==> config.mk <==
export PLATFORM = sky130hd
export DESIGN_NAME = hiccup_fault_timer
export DESIGN_NICKNAME = d
export VERILOG_FILES = /design/src/rtl/hiccup_pkg.sv /design/src/rtl/hiccup_tick_timer.sv /design/src/rtl/hiccup_fsm.sv /design/src/rtl/hiccup_fault_timer.sv
export SDC_FILE = /design/constraint.sdc
export NUM_CORES = 1
export LEC_CHECK = 0
export ABC_AREA = 1
export BUFFER_PORTS_ARGS = -buffer_cell sky130_fd_sc_hd__buf_2
export CELL_PAD_IN_SITES_DETAIL_PLACEMENT = 0
export CELL_PAD_IN_SITES_GLOBAL_PLACEMENT = 1
export CORE_MARGIN = 2
export CORE_UTILIZATION = 46
export CTS_BUF_LIST = sky130_fd_sc_hd__clkbuf_4 sky130_fd_sc_hd__clkbuf_8 sky130_fd_sc_hd__clkbuf_16
export DETAILED_ROUTE_END_ITERATION = 6
export GPL_TIMING_DRIVEN = 1
export PLACE_DENSITY = 0.94
export SETUP_SLACK_MARGIN = 0.05
export SKIP_CTS_REPAIR_TIMING = 1
export SYNTH_ARGS = -nofsm -noshare
export SYNTH_HDL_FRONTEND = slang
export SYNTH_SLANG_ARGS = --single-unit
==> constraint.sdc <==
create_clock -name clk -period 3.15 [get_ports clk]
set_clock_uncertainty 0.05 [all_clocks]
set_input_delay 0.63 -clock clk [delete_from_list [all_inputs] [get_ports clk]]
set_output_delay 0.63 -clock clk [all_outputs]
set_load 0.05 [all_outputs]
==> src/rtl/hiccup_pkg.sv <==
package hiccup_pkg;
  typedef enum logic [1:0] {
    ST_IDLE = 2'd0,
    ST_SOFT = 2'd1,
    ST_RUN  = 2'd2,
    ST_OFF  = 2'd3
  } hic_state_e;
endpackage

==> src/rtl/hiccup_tick_timer.sv <==
module hiccup_tick_timer #(
  parameter int LIMIT = 20,
  localparam int W = (LIMIT > 1) ? $clog2(LIMIT) : 1
) (
  input  logic clk,
  input  logic rst,
  input  logic clr,
  input  logic inc,
  output logic last
);
  logic [W-1:0] cnt;

  always_ff @(posedge clk) begin
    if (rst || clr)
      cnt <= '0;
    else if (inc && (cnt != W'(LIMIT - 1)))
      cnt <= cnt + 1'b1;
  end

  assign last = (cnt == W'(LIMIT - 1));

  AST_CNT_BOUND: assert property (@(posedge clk) disable iff (rst)
    cnt <= W'(LIMIT - 1));
endmodule

==> src/rtl/hiccup_fsm.sv <==
module hiccup_fsm
  import hiccup_pkg::*;
(
  input  logic       clk,
  input  logic       rst,
  input  logic       enable,
  input  logic       static_limit,
  input  logic       qual_fire,
  input  logic       off_fire,
  input  logic       ss_fire,
  output hic_state_e state,
  output logic       out_enable,
  output logic       soft_start,
  output logic       overload_flag
);
  hic_state_e nxt;

  always_comb begin
    nxt = state;
    if (!enable)
      nxt = ST_IDLE;
    else if (static_limit)
      nxt = ST_RUN;
    else begin
      unique case (state)
        ST_IDLE: nxt = ST_SOFT;
        ST_SOFT: if (qual_fire) nxt = ST_OFF;
                 else if (ss_fire) nxt = ST_RUN;
        ST_RUN:  if (qual_fire) nxt = ST_OFF;
        ST_OFF:  if (off_fire) nxt = ST_SOFT;
        default: nxt = ST_IDLE;
      endcase
    end
  end

  always_ff @(posedge clk) begin
    if (rst) begin
      state         <= ST_IDLE;
      out_enable    <= 1'b0;
      soft_start    <= 1'b0;
      overload_flag <= 1'b0;
    end else begin
      state         <= nxt;
      out_enable    <= (nxt == ST_SOFT) || (nxt == ST_RUN);
      soft_start    <= (nxt == ST_SOFT);
      overload_flag <= (nxt == ST_OFF);
    end
  end

  AST_FLAG_FORCES_OFF: assert property (@(posedge clk) disable iff (rst)
    overload_flag |-> !out_enable);
  AST_SOFT_IMPLIES_ON: assert property (@(posedge clk) disable iff (rst)
    soft_start |-> out_enable);
endmodule

==> src/rtl/hiccup_fault_timer.sv <==
module hiccup_fault_timer
  import hiccup_pkg::*;
#(
  parameter int QUAL_TICKS = 51,
  parameter int OFF_TICKS  = 900,
  parameter int SS_TICKS   = 20
) (
  input  logic clk,
  input  logic rst,
  input  logic tick_1ms,
  input  logic enable,
  input  logic static_limit,
  input  logic oc_flag,
  output logic out_enable,
  output logic soft_start,
  output logic overload_flag
);
  localparam int QUAL_LIMIT = QUAL_TICKS + 1;

  hic_state_e state;
  logic qual_last, off_last, ss_last;
  logic watching;

  assign watching = (state == ST_SOFT) || (state == ST_RUN);

  hiccup_tick_timer #(.LIMIT(QUAL_LIMIT)) u_qual (
    .clk (clk), .rst (rst),
    .clr (!enable || static_limit || !watching || !oc_flag),
    .inc (tick_1ms),
    .last(qual_last)
  );

  hiccup_tick_timer #(.LIMIT(OFF_TICKS)) u_off (
    .clk (clk), .rst (rst),
    .clr (!enable || (state != ST_OFF)),
    .inc (tick_1ms),
    .last(off_last)
  );

  hiccup_tick_timer #(.LIMIT(SS_TICKS)) u_ss (
    .clk (clk), .rst (rst),
    .clr (!enable || (state != ST_SOFT)),
    .inc (tick_1ms),
    .last(ss_last)
  );

  hiccup_fsm u_fsm (
    .clk          (clk),
    .rst          (rst),
    .enable       (enable),
    .static_limit (static_limit),
    .qual_fire    (tick_1ms && oc_flag && qual_last),
    .off_fire     (tick_1ms && off_last),
    .ss_fire      (tick_1ms && ss_last),
    .state        (state),
    .out_enable   (out_enable),
    .soft_start   (soft_start),
    .overload_flag(overload_flag)
  );

  AST_DISABLE_SHUTS: assert property (@(posedge clk) disable iff (rst)
    !enable |=> (!out_enable && !soft_start && !overload_flag));
  AST_STATIC_ON: assert property (@(posedge clk) disable iff (rst)
    (enable && static_limit) |=> (out_enable && !overload_flag && !soft_start));
  AST_FAULT_NEEDS_OC: assert property (@(posedge clk) disable iff (rst)
    $rose(overload_flag) |-> ($past(oc_flag) && $past(tick_1ms)));
  AST_OFF_HOLDS_NO_TICK: assert property (@(posedge clk) disable iff (rst)
    (overload_flag && enable && !static_limit && !tick_1ms) |=> overload_flag);
  AST_RETRY_SOFT: assert property (@(posedge clk) disable iff (rst)
    ($fell(overload_flag) && $past(enable) && !$past(static_limit)) |-> soft_start);
endmodule

; ---- Word level (Yosys, flattened, before mapping)
; Index checks and enable logic that the tools add are counted.
[totals]
wordCells = 52
mem_count = 0
inputBits = 6
romBits = 0
latchBits = 0
ramBits = 0
reg_bits = 26
[op_classes]
n_mux = 7
n_shift = 0
div_mod_pow = 0
n_eq_ne = 14
mul = 0
reduce_logical = 21
bitwise = 0
order_cmp = 0
addsub = 3
[op_table]
columns = operator, count
row1 = $mux W2, 6
row2 = $add A10 B1 Y10 const B, 1
row3 = $eq A10 B10 Y1 const B, 1
row4 = $logic_or A1 B1 Y1, 10
row5 = $ne A10 B10 Y1 const B, 1
row6 = $eq A2 B2 Y1 const B, 4
row7 = $pmux W2 S4, 1
row8 = $logic_and A1 B1 Y1, 7
row9 = $add A6 B1 Y6 const B, 1
row10 = $eq A6 B6 Y1 const B, 1
row11 = $ne A6 B6 Y1 const B, 1
row12 = $add A5 B1 Y5 const B, 1
row13 = $eq A5 B5 Y1 const B, 1
row14 = $ne A5 B5 Y1 const B, 1
row15 = $eq A2 B1 Y1 const B, 2
row16 = $logic_not A1 Y1, 3
row17 = $logic_not A2 Y1, 1
row18 = $ne A2 B1 Y1 const B, 1
row19 = $ne A2 B2 Y1 const B, 1

; ---- Longest topological paths before layout
; Gate-level depths: netlist of the first run.
[logic_depth]
word_depth = 9
ltp_mapped = 14
mapped_depth_nobuf = 14

; ---- Cells and area by module
; From an unflattened synthesis of the first run, not the netlist that was laid out.
[hier_totals]
hier_cells = 235
hier_area_um2 = 1566.5
[by_module_without_submodules]
columns = mod, area_per_inst_um2, n_inst, cells_per_inst
row1 = hiccup_tick_timer (u_off), 643.1, 1, 96
row2 = hiccup_tick_timer (u_qual), 341.6, 1, 50
row3 = hiccup_tick_timer (u_ss), 274.0, 1, 41
row4 = hiccup_fsm, 230.2, 1, 32
row5 = hiccup_fault_timer, 77.6, 1, 16

; ---- Least setup slack after synthesis of the first run
; No wires, ideal clock.
[synth_timing]
kind = input-to-reg
start = in tick_1ms
end = reg u_fsm.out_enable
path_stages = 10
required_time_ns = 3.036
setup_slack_ns = 1.398
arrival_time_ns = 1.638
path_cell_list = buf_4 > nand3_1 > o21ai_0 > nand2_1 > o21ai_0 > nand2_1 > nand2_1 > inv_1 > ha_1 > nor2_1
[synth_via]
elab_chain_len = 8
word_cells_on_any_way = 14
[synth_rtl]
columns = element, line_no
row1 = "start, declared", hiccup_fault_timer.sv:10  ; input logic tick_1ms,
row2 = $logic_and A1 B1 Y1 (on tied branches), "hiccup_fault_timer.sv:54, hiccup_fault_timer.sv:52"
row3 = $mux W2 or $logic_and A1 B1 Y1 (tied branches), "hiccup_fsm.sv:28, hiccup_fault_timer.sv:52"
row4 = $mux W2 (on tied branches), "hiccup_fsm.sv:27, hiccup_fsm.sv:29"
row5 = $pmux W2 S4 *, hiccup_fsm.sv:25  ; unique case (state)
row6 = $mux W2 *, hiccup_fsm.sv:22  ; else if (static_limit)
row7 = $mux W2 *, hiccup_fsm.sv:20  ; if (!enable)
row8 = net u_fsm.nxt[0], hiccup_fsm.sv:16  ; hic_state_e nxt;
row9 = $eq A2 B1 Y1 or $eq A2 B2 Y1 (tied branches), hiccup_fsm.sv:44  ; out_enable <= (nxt == ST_SOFT) || (nxt == ST_RUN);
row10 = $logic_or A1 B1 Y1 *, hiccup_fsm.sv:44
row11 = "end signal, assigned", hiccup_fsm.sv:44
row12 = "end, declared", hiccup_fsm.sv:12  ; output logic out_enable,
; The timed path passes the listed nets; every way through them passes the cells marked *.
; A chain may end at the register's enable or synchronous reset.

; ---- Worst setup path in the final report of the first run
[layout_timing]
start = reg u_ss.cnt[0]
end = reg u_fsm.out_enable
[layout_via]
elab_chain_len = 9
word_cells_on_any_way = 10
[layout_rtl]
columns = element, line_no
row1 = "start, declared", hiccup_tick_timer.sv:11  ; logic [W-1:0] cnt;
row2 = "start signal, assigned", hiccup_tick_timer.sv:17  ; cnt <= cnt + 1'b1;
row3 = $eq A5 B5 Y1 *, hiccup_tick_timer.sv:20  ; assign last = (cnt == W'(LIMIT - 1));
row4 = $logic_and A1 B1 Y1 *, hiccup_fault_timer.sv:54  ; .ss_fire (tick_1ms && ss_last),
row5 = $mux W2 *, hiccup_fsm.sv:28  ; else if (ss_fire) nxt = ST_RUN;
row6 = $mux W2 *, hiccup_fsm.sv:27  ; ST_SOFT: if (qual_fire) nxt = ST_OFF;
row7 = $pmux W2 S4 *, hiccup_fsm.sv:25
row8 = $mux W2 *, hiccup_fsm.sv:22
row9 = $mux W2 *, hiccup_fsm.sv:20
row10 = net u_fsm.nxt[0], hiccup_fsm.sv:16
row11 = $eq A2 B1 Y1 or $eq A2 B2 Y1 (tied branches), hiccup_fsm.sv:44
row12 = $logic_or A1 B1 Y1 *, hiccup_fsm.sv:44
; Marked as above.

==> results of run 1 <==
-- per-layer routing --
| layer | track usage, % | vias to the layer above | wire [um] |
|---|---|---|---|
| met5 | 0 | - | 0 |
| li1 | - | 650 | - |
| met4 | 6.494 | 0 | 21 |
| met2 | 26.69 | 10 | 1084 |
| met3 | 2.620 | 2 | 71 |
| met1 | 19.84 | 520 | 1232 |
-- cell type report --
cell class | count | area, um2 | share of cell area (%)
inverter | 39 | 148.9 | 9.762
clock buffer | 4 | 36.28 | 2.379
multi-input combinational | 134 | 738.2 | 48.40
timing repair buffer | 8 | 40.04 | 2.625
tap | 33 | 41.29 | 2.707
sequential | 26 | 520.5 | 34.13
-- cell usage after synthesis, drive strengths merged --
library cell,count
inv,39
nand2,37
nor2,29
dfxtp,26
a21oi,12
nand3,12
o21ai,11
ha,10
nor3,10
nor3b,4
a211oi,2
nand4,2
o21a,2
xnor2,2
buf,1
o21bai,1
-- power by group --
| part | internal (mW) | switching (mW) |
|---|---|---|
| Combinational | 0.0119 | 0.0264 |
| Clock | 0.0706 | 0.0963 |
| Sequential | 0.332 | 0.00203 |
| Total | 0.414 | 0.125 |
-- critical path, stage by stage, from the launching register on --
cell and delay [ns]:
dfxtp_1 0.38, ha_1 0.15, inv_1 0.05, nor2_1 0.12
nand3_1 0.11, o21ai_0 0.15, nand2_1 0.06, o21ai_0 0.07
nand2_1 0.07, nand2_1 0.07, inv_1 0.06, ha_1 0.28
nor2_1 0.09
-- kinds of logic (layout without fill, tap and decap cells) --
family,Yosys count,count (layout)
buffers and inverters,40,51
AO/OA/AOI/OAI,28,28
AND/OR/NAND/NOR,94,94
XOR/XNOR,2,2
adder cells (fa/ha/maj),10,10
flip-flops,26,26
-- how the worst max path moves through the flow --
stage | from | endpoint | depth (start not counted)
after CTS | u_ss.cnt[0] | u_fsm.out_enable | 12
after global routing | u_ss.cnt[0] | u_fsm.out_enable | 12
after detailed placement | tick_1ms | u_fsm.out_enable | 10
after global placement | tick_1ms | u_fsm.out_enable | 10
final | u_ss.cnt[0] | u_fsm.out_enable | 12
after floorplan | tick_1ms | u_fsm.out_enable | 10
-- placed cells by master (no fill, tap or decap), drive strengths merged, types with 8 or more instances in the layout --
| cell | Yosys | final |
|---|---|---|
| nand3 | 12 | 12 |
| dfxtp | 26 | 26 |
| inv | 39 | 39 |
| a21oi | 12 | 12 |
| nor3 | 10 | 10 |
| buf | 1 | 8 |
| nor2 | 29 | 29 |
| nand2 | 37 | 37 |
| ha | 10 | 10 |
| o21ai | 11 | 11 |
-- flip-flops by register name (all words and copies together) (netlist names) --
register / flops
u_fsm.overload_flag: 1
u_fsm.soft_start: 1
u_fsm.state: 2
u_qual.cnt: 6
u_fsm.out_enable: 1
u_ss.cnt: 5
u_off.cnt: 10
-- through the flow --
step / power [mW] / setup WS, ns / utilization, %
after floorplan: 0.3690 / 1.398 / -
after global placement: 0.3796 / 1.270 / 50.00
after detailed placement: 0.3797 / 1.238 / 50.00
after CTS: 0.5494 / 1.375 / 51.22
after global routing: 0.5645 / 1.162 / 51.22
final: 0.5392 / 1.389 / 51.22
==> flow_summary.ini, run 1 <==
[sta]
hold_violations = 0
period_needed_ns = 1.761
rsz0062_at_grt = false
fmax_mhz = 567.9
slew_viol_final = 0
hold_ws_ns = 0.4398
min_period_over_period_pct = 55.90
finalSetupViolCount = 0
worstMarginPinSlew_ns = 0.3057
relSlewSlack_pct = 79.46
final.setup.tns_ns = 0

[logic_synthesis]
ys_types = 24
yosys.area.top_type = dfxtp_1
synth_fa_ha_area_share_pct = 8.842
synthXorXnorAreaFrac_pct = 1.238
synth_area_um2 = 1415
synth-simple-area-share_pct = 31.30
synth_cells = 200
synth_nets = 216
synth-compound-area-share_pct = 10.79
synth_top_family_by_area = simple AND/OR/NAND/NOR gates
syn_avg_cell_area_um2 = 7.076
synth-seq-cells = 26
synth_area_leaders = dfxtp_1 (37%), inv_1 (9.8%), nand2_1 (9.3%), ha_1 (8.8%), nor2_1 (6.9%)
yosysSeqAreaShare_pct = 36.78
yosysTopAreaCellShare_pct = 36.78
synth_mux_area_share_pct = 0
yosysWarnings = 0

[cts]
clk_pin_slew_ns = 0.14
root_buffer = clkbuf_4
clock-sinks = 26
clock_path_buffers = 2
ctsHtreeMaxLevel = 1
clk-insertion-delay-late_ns = 0.32
cts_tree = yes
cts_buffers = 3

[drt]
dr.pass1.iters = 4
routedWlPerCell_um = 9.873
drcViolationCount = 0
drt_iter0_drc = 31
vias_per_cell = 4.844
wirelength_um = 2409
ant_nets = 0
vias = 1182

[critical_path]
reg2reg_from = u_ss.cnt[0]
crit_arrival_ns = 1.97
cp-end-kind = flip-flop
r2r-end = u_fsm.out_enable
required_ns = 3.36
start_kind = flip-flop
rrSetupSlack_ns = 1.39
reg2reg_depth = 12
crit_fanout = 3
worstSetupPathType = reg -> reg

[placed_design]
placed_area_um2 = 1489
dp.cells = 240
place.gp.congestion = 0.8049
io_buffers = 8
dp_hpwl_um = 1897

[final_layout]
syn_to_final_growth_pct = 7.781
drive_gt1_share_pct = 11.37
final_cells = 244
fillers = 320
post-route-cell-area_um2 = 1525
nets = 228
n_antenna_cell = 0

[floorplanning]
die_x_um = 59.47
die_h_um = 59.47
coreArea_um2 = 2978
num_rows = 20
die-area_um2 = 3536
initial_core_util_pct = 47.52
ios = 9

[power]
ir_worst_vdd_uv = 201.3
p_per_area_nw_per_um2 = 353.5
leakage_nw = 0.6546

[min_path]
hold_class = reg -> reg
min_path_cells = 2
hold_start = u_qual.cnt[5]
whs_endpoint = u_qual.cnt[5]

[global_routing]
antenna_found_initial = 0
grt_pass1_vias = 1104
grt_max_degree = 15
grt_overflow = 0
grtUsageTotal_pct = 15.82
grt_pass1_wl_um = 4381

[run_status]
status = completed

[job]
cap_violations = 0
Note: power is estimated with default switching activity, not from simulation.
==> run 2: changes to the inputs <==
CORE_UTILIZATION = 39   (was 46)
PLACE_DENSITY = 0.86   (was 0.94)
clock period = 1.48 ns   (was 3.15 ns; I/O delays follow)
==> run 2 against run 1 <==
  * First-iteration DRC count grew 19%
  * Final cell count grew 20%
  * Critical path type unchanged
  * Sequential power grew 110%
  * Sequential share of layout area shrank 8.8 points
  * The run now ends with negative setup slack left
  * Die area grew 17%
  * Global-route usage shrank 0.18 points
  * Highest routed layer unchanged
  * Power grew 120%
  * Largest power group unchanged
  * Routed wire length grew 30%
  * Critical endpoint unchanged
  * Critical path depth is the same
  * Via count grew 17%
==> flow_summary.ini, run 2 (synthesis results as in run 1) <==
[global_routing]
grt_pass1_wl_um = 5237
grt_pass1_vias = 1309
antenna_found_initial = 0
grt_max_degree = 15
grtUsageTotal_pct = 15.64
grt_overflow = 0

[critical_path]
crit_arrival_ns = 1.81
cp-end-kind = flip-flop
cp_num_buf_inv = 2
worstSetupPathType = reg -> reg
start_kind = flip-flop
slowest_delay_ns = 0.36
crit_fanout = 2
crit_family = simple AND/OR/NAND/NOR gates
required_ns = 1.67
timing.critical_path.cells = ha_2, inv_2, nor2_4, nand3_2, o21ai_2, nand2_2, o21ai_2, nand2_1, nand2_2, inv_4, ha_4, nor2_1
slowest_stage = dfxtp_2

[power]
p_sw_uw = 296.5
leakage_nw = 0.8623
p_per_area_nw_per_um2 = 572.5
pwr-share-comb_pct = 11.2
swShare_pct = 24.54
ir_worst_vdd_uv = 530.3
internal-power_uw = 911.9
pwr-share-seq_pct = 58.8
p_clk_share_pct = 30.0

[cts]
clk-insertion-delay-late_ns = 0.32
cts_buffers = 3
cts_tree = yes
root_buffer = clkbuf_4
clock-sinks = 26
clk_pin_slew_ns = 0.14
ctsHtreeMaxLevel = 1
clock_path_buffers = 2

[floorplanning]
initial_core_util_pct = 41.43
die-area_um2 = 4126
ios = 9
num_rows = 21
coreArea_um2 = 3416
die_h_um = 64.24
die_x_um = 64.24

[final_layout]
final_cell_mix = buf_4 (30), inv_1 (27), nand2_1 (24)
syn_to_final_growth_pct = 49.16
largest_register_ffs = 10
drive_gt1_share_pct = 50.41
final_cells = 292
reg_top3 = u_off.cnt (10), u_qual.cnt (6), u_ss.cnt (5)
post-route-cell-area_um2 = 2111
n_antenna_cell = 0
nets = 263
largest-register = u_off.cnt
final_common_cell = buf_4

[sta]
min_period_over_period_pct = 109.5
relSlewSlack_pct = 80.15
final.setup.tns_ns = -0.3380
slew_viol_final = 0
fmax_mhz = 617.2
finalSetupViolCount = 4
hold_violations = 0
period_needed_ns = 1.620
rsz0062_at_grt = true
worst_slack_ns = -0.1403
worstMarginPinSlew_ns = 0.2962

[drt]
wirelength_um = 3135
routedWlPerCell_um = 10.74
drt_iter0_drc = 37
vias = 1386
ant_nets = 0
vias_per_cell = 4.747
drcViolationCount = 0
dr.pass1.iters = 5

[placed_design]
place.gp.congestion = 0.8144
placed_area_um2 = 1760
io_buffers = 8
dp_hpwl_um = 2209
dp.cells = 286

[min_path]
hold_class = in -> reg

[job]
cap_violations = 0

[run_status]
violations = negative setup slack
status = finished, violations left
-- run 2: changes by cell type in the layout (fill, tap and decap cells not counted), sizes merged --
cell	before	now
buf	8	43
-- run 2: worst reg2reg max path, cell delays in order, from the launching register on --
cell and delay (ns):
dfxtp_2 0.36, ha_2 0.16, inv_2 0.05, nor2_4 0.08, nand3_2 0.09, o21ai_2 0.14
nand2_2 0.07, o21ai_2 0.05, nand2_1 0.07, nand2_2 0.09, inv_4 0.05, ha_4 0.24
nor2_1 0.03
-- run 2: path summary, 6_finish.rpt --
kind | startpoint | end | slack [ns] | depth (start not counted)
min | rst | u_fsm.overload_flag | 0.13 | 2
max reg2reg | u_ss.cnt[1] | u_fsm.out_enable | -0.14 | 12
max | u_ss.cnt[1] | u_fsm.out_enable | -0.14 | 12
min reg2reg | u_qual.cnt[5] | u_qual.cnt[5] | 0.45 | 2
-- run 2: power by group through the flow --
stage	clock network [mW]	logic [mW]	registers (mW)
2_1_floorplan	0	0.0475	0.738
3_3_place_gp	0	0.107	0.726
3_5_place_dp	0	0.107	0.726
4_1_cts	0.379	0.109	0.711
5_1_grt	0.407	0.151	0.712
6_report	0.363	0.135	0.711
-- run 2: per-layer routing --
layer,track usage (%),vias up,share of wire (%)
li1,-,723,-
met2,27.86,15,50
met5,0,-,0
met3,2.113,5,1.6
met1,19.09,643,47
met4,5.585,0,1.1
-- run 2: area by class of cell --
type	count	area, um2
clock buffer	4	36.28
fill	309	1305
inverter	39	161.4
multi-input combinational	134	999.7
sequential	26	534.3
tap	46	57.56
timing repair buffer	43	321.6
-- run 2: stage by stage --
stage | utilization [%] | hold slack [ns] | setup slack, ns | power [mW]
2_1_floorplan | - | 0.3173 | -0.07206 | 0.7858
3_3_place_gp | 51.54 | 0.4080 | -0.2150 | 0.8326
3_5_place_dp | 51.54 | 0.4232 | -0.2011 | 0.8332
4_1_cts | 52.60 | 0.1194 | -0.2707 | 1.199
5_1_grt | 61.79 | 0.1170 | -0.2649 | 1.270
6_report | 61.79 | 0.1269 | -0.1403 | 1.208
==> run 3: changes to the inputs <==
CORE_ASPECT_RATIO = 1.5   (was default)
RECOVER_POWER = 50   (was default)
==> run 3 against run 2 <==
  * The flow still finishes with violations (negative setup slack)
  * Worst hold slack better by 0.086 ns
  * Power rose by 2.7%
  * Clock power rose by 10%
  * Setup slack improved by 0.0016 ns
  * Critical path depth stayed put
  * Critical path type unchanged
  * Global-route usage shrank 0.57 points
  * Via count is 1.7% lower
  * Final cell count down 0.68%
  * Core utilization up 0.18 points
==> flow_summary.ini, run 3 (synthesis results as in run 1) <==
[run_status]
status = finished, violations left
violations = negative setup slack

[final_layout]
final_common_cell = buf_4
largest-register = u_off.cnt
final_cell_mix = buf_4 (35), inv_1 (29), nand2_1 (26)
reg_top3 = u_off.cnt (10), u_qual.cnt (6), u_ss.cnt (5)
fillers = 344
regArea_um2 = 531.8
syn_to_final_growth_pct = 51.02
drive_gt1_share_pct = 48.79
n_antenna_cell = 0
nets = 266
largest_register_ffs = 10
multi_input_comb_area_um2 = 1016

[sta]
hold_ws_ns = 0.2129
relSlewSlack_pct = 79.70
slew_viol_final = 0
min_period_over_period_pct = 109.4
worstMarginPinSlew_ns = 0.3036
finalSetupViolCount = 3
rsz0062_at_grt = true
period_needed_ns = 1.619
fmax_mhz = 617.7
worst_slack_ns = -0.1388
hold_violations = 0
final.setup.tns_ns = -0.2899

[critical_path]
critPathMostFrequentCell = nand2_1
rrSetupSlack_ns = -0.14
cp-end-kind = flip-flop
slowest_delay_ns = 0.36
reg2reg_from = u_qual.cnt[1]
worstSetupPathType = reg -> reg
required_ns = 1.60
r2r-end = u_fsm.out_enable
crit_arrival_ns = 1.74
timing.critical_path.cells = ha_4, nand2_4, nor2_4, nand3_2, nand3_2, nand2_1, nand3_1, nand2_1, nand2_1, nand2_2, ha_4, nor2_4
reg2reg_depth = 12
crit_fanout = 3
start_kind = flip-flop
slowest_stage = dfxtp_2

[placed_design]
place.gp.congestion = 0.7734
dp_hpwl_um = 2268
io_buffers = 8

[cts]
clk-insertion-delay-late_ns = 0.27
clock_path_buffers = 2
cts_buffers = 3
cts_tree = yes
root_buffer = clkbuf_8
ctsHtreeMaxLevel = 1
clk_pin_slew_ns = 0.09
clock-sinks = 26

[global_routing]
grt_pass1_vias = 1295
grt_use_met2_pct = 30.38
grt_overflow = 0
grtUsageTotal_pct = 15.07
antenna_found_initial = 0
busiest_layer = met2
grt_use_met3_pct = 1.731
grt_max_degree = 14
grt_use_met1_pct = 14.80
grt_pass1_wl_um = 4802

[drt]
vias_per_cell = 4.697
ant_nets = 0
wirelength_um = 3279
drcViolationCount = 0
drt_iter0_drc = 26
dr.pass1.iters = 4
vias = 1362
routedWlPerCell_um = 11.31

[job]
cap_violations = 0

[floorplanning]
die-area_um2 = 4136
coreArea_um2 = 3448
initial_core_util_pct = 41.04
die_x_um = 53.19
die_h_um = 77.78
ios = 9
num_rows = 26

[power]
leakage_nw = 0.9206
p_total_mw = 1.241
ir_worst_vdd_uv = 698.9
p_per_area_nw_per_um2 = 580.9

[min_path]
hold_start = rst
min_path_cells = 2
hold_class = in -> reg
whs_endpoint = u_fsm.out_enable
run 3: cell count changes in the layout (fill, tap and decap cells not counted), moves of 3 or more:
cell      previous run  this run
buf_2                8         5
buf_4               30        35
clkbuf_2             0         3
clkbuf_4             3         0
inv_4                3         0
nand2_2              9         6
nor3_2               4         1
run 3: how the worst max path moves through the flow:
stage                        from          endpoint  slack (ns)  cells after the start
finish              u_qual.cnt[1]  u_fsm.out_enable       -0.14                     12
global route          u_ss.cnt[0]  u_fsm.out_enable       -0.23                     12
CTS                 u_qual.cnt[1]  u_fsm.out_enable       -0.23                     12
detailed placement    u_ss.cnt[1]  u_fsm.out_enable       -0.20                     12
global placement      u_ss.cnt[1]  u_fsm.out_enable       -0.18                     12
floorplan             u_ss.cnt[1]  u_fsm.out_enable       -0.07                     12
run 3: area by class of cell:
class	instances	share of cell area, %
well taps	42	2.459
flip-flops and latches	26	24.88
inverters	39	7.436
multi-input cells	134	47.54
repair buffers	46	15.75
clock buffers	3	1.932
run 3: through the flow:
step,setup slack (ns),cell area (um2),util (%),std cells
floorplan,-0.07206,1423,-,200
global placement,-0.1757,1725,50.04,278
detailed placement,-0.2024,1725,50.04,278
CTS,-0.2268,1767,51.23,281
global route,-0.2275,2137,61.97,290
finish,-0.1388,2137,61.97,290
run 3: per-layer routing:
layer  share of wire (%)  vias to the layer above
li1                    -                      730
met1                  39                      623
met2                  60                        7
met3                 1.1                        2
met4                0.58                        0
met5                   0                        -
run 3: critical path, delay by kind of cell (launching register included):
kind / cells / cell delay, ns
and+or+nand+nor: 10 / 0.68
DFF: 1 / 0.36
adders and majority gates: 2 / 0.44
run 3: power breakdown:
group / switching (mW) / internal (mW)
Clock: 0.217 / 0.182
Combinational: 0.0793 / 0.0522
Sequential: 0.00453 / 0.706
Total: 0.301 / 0.940
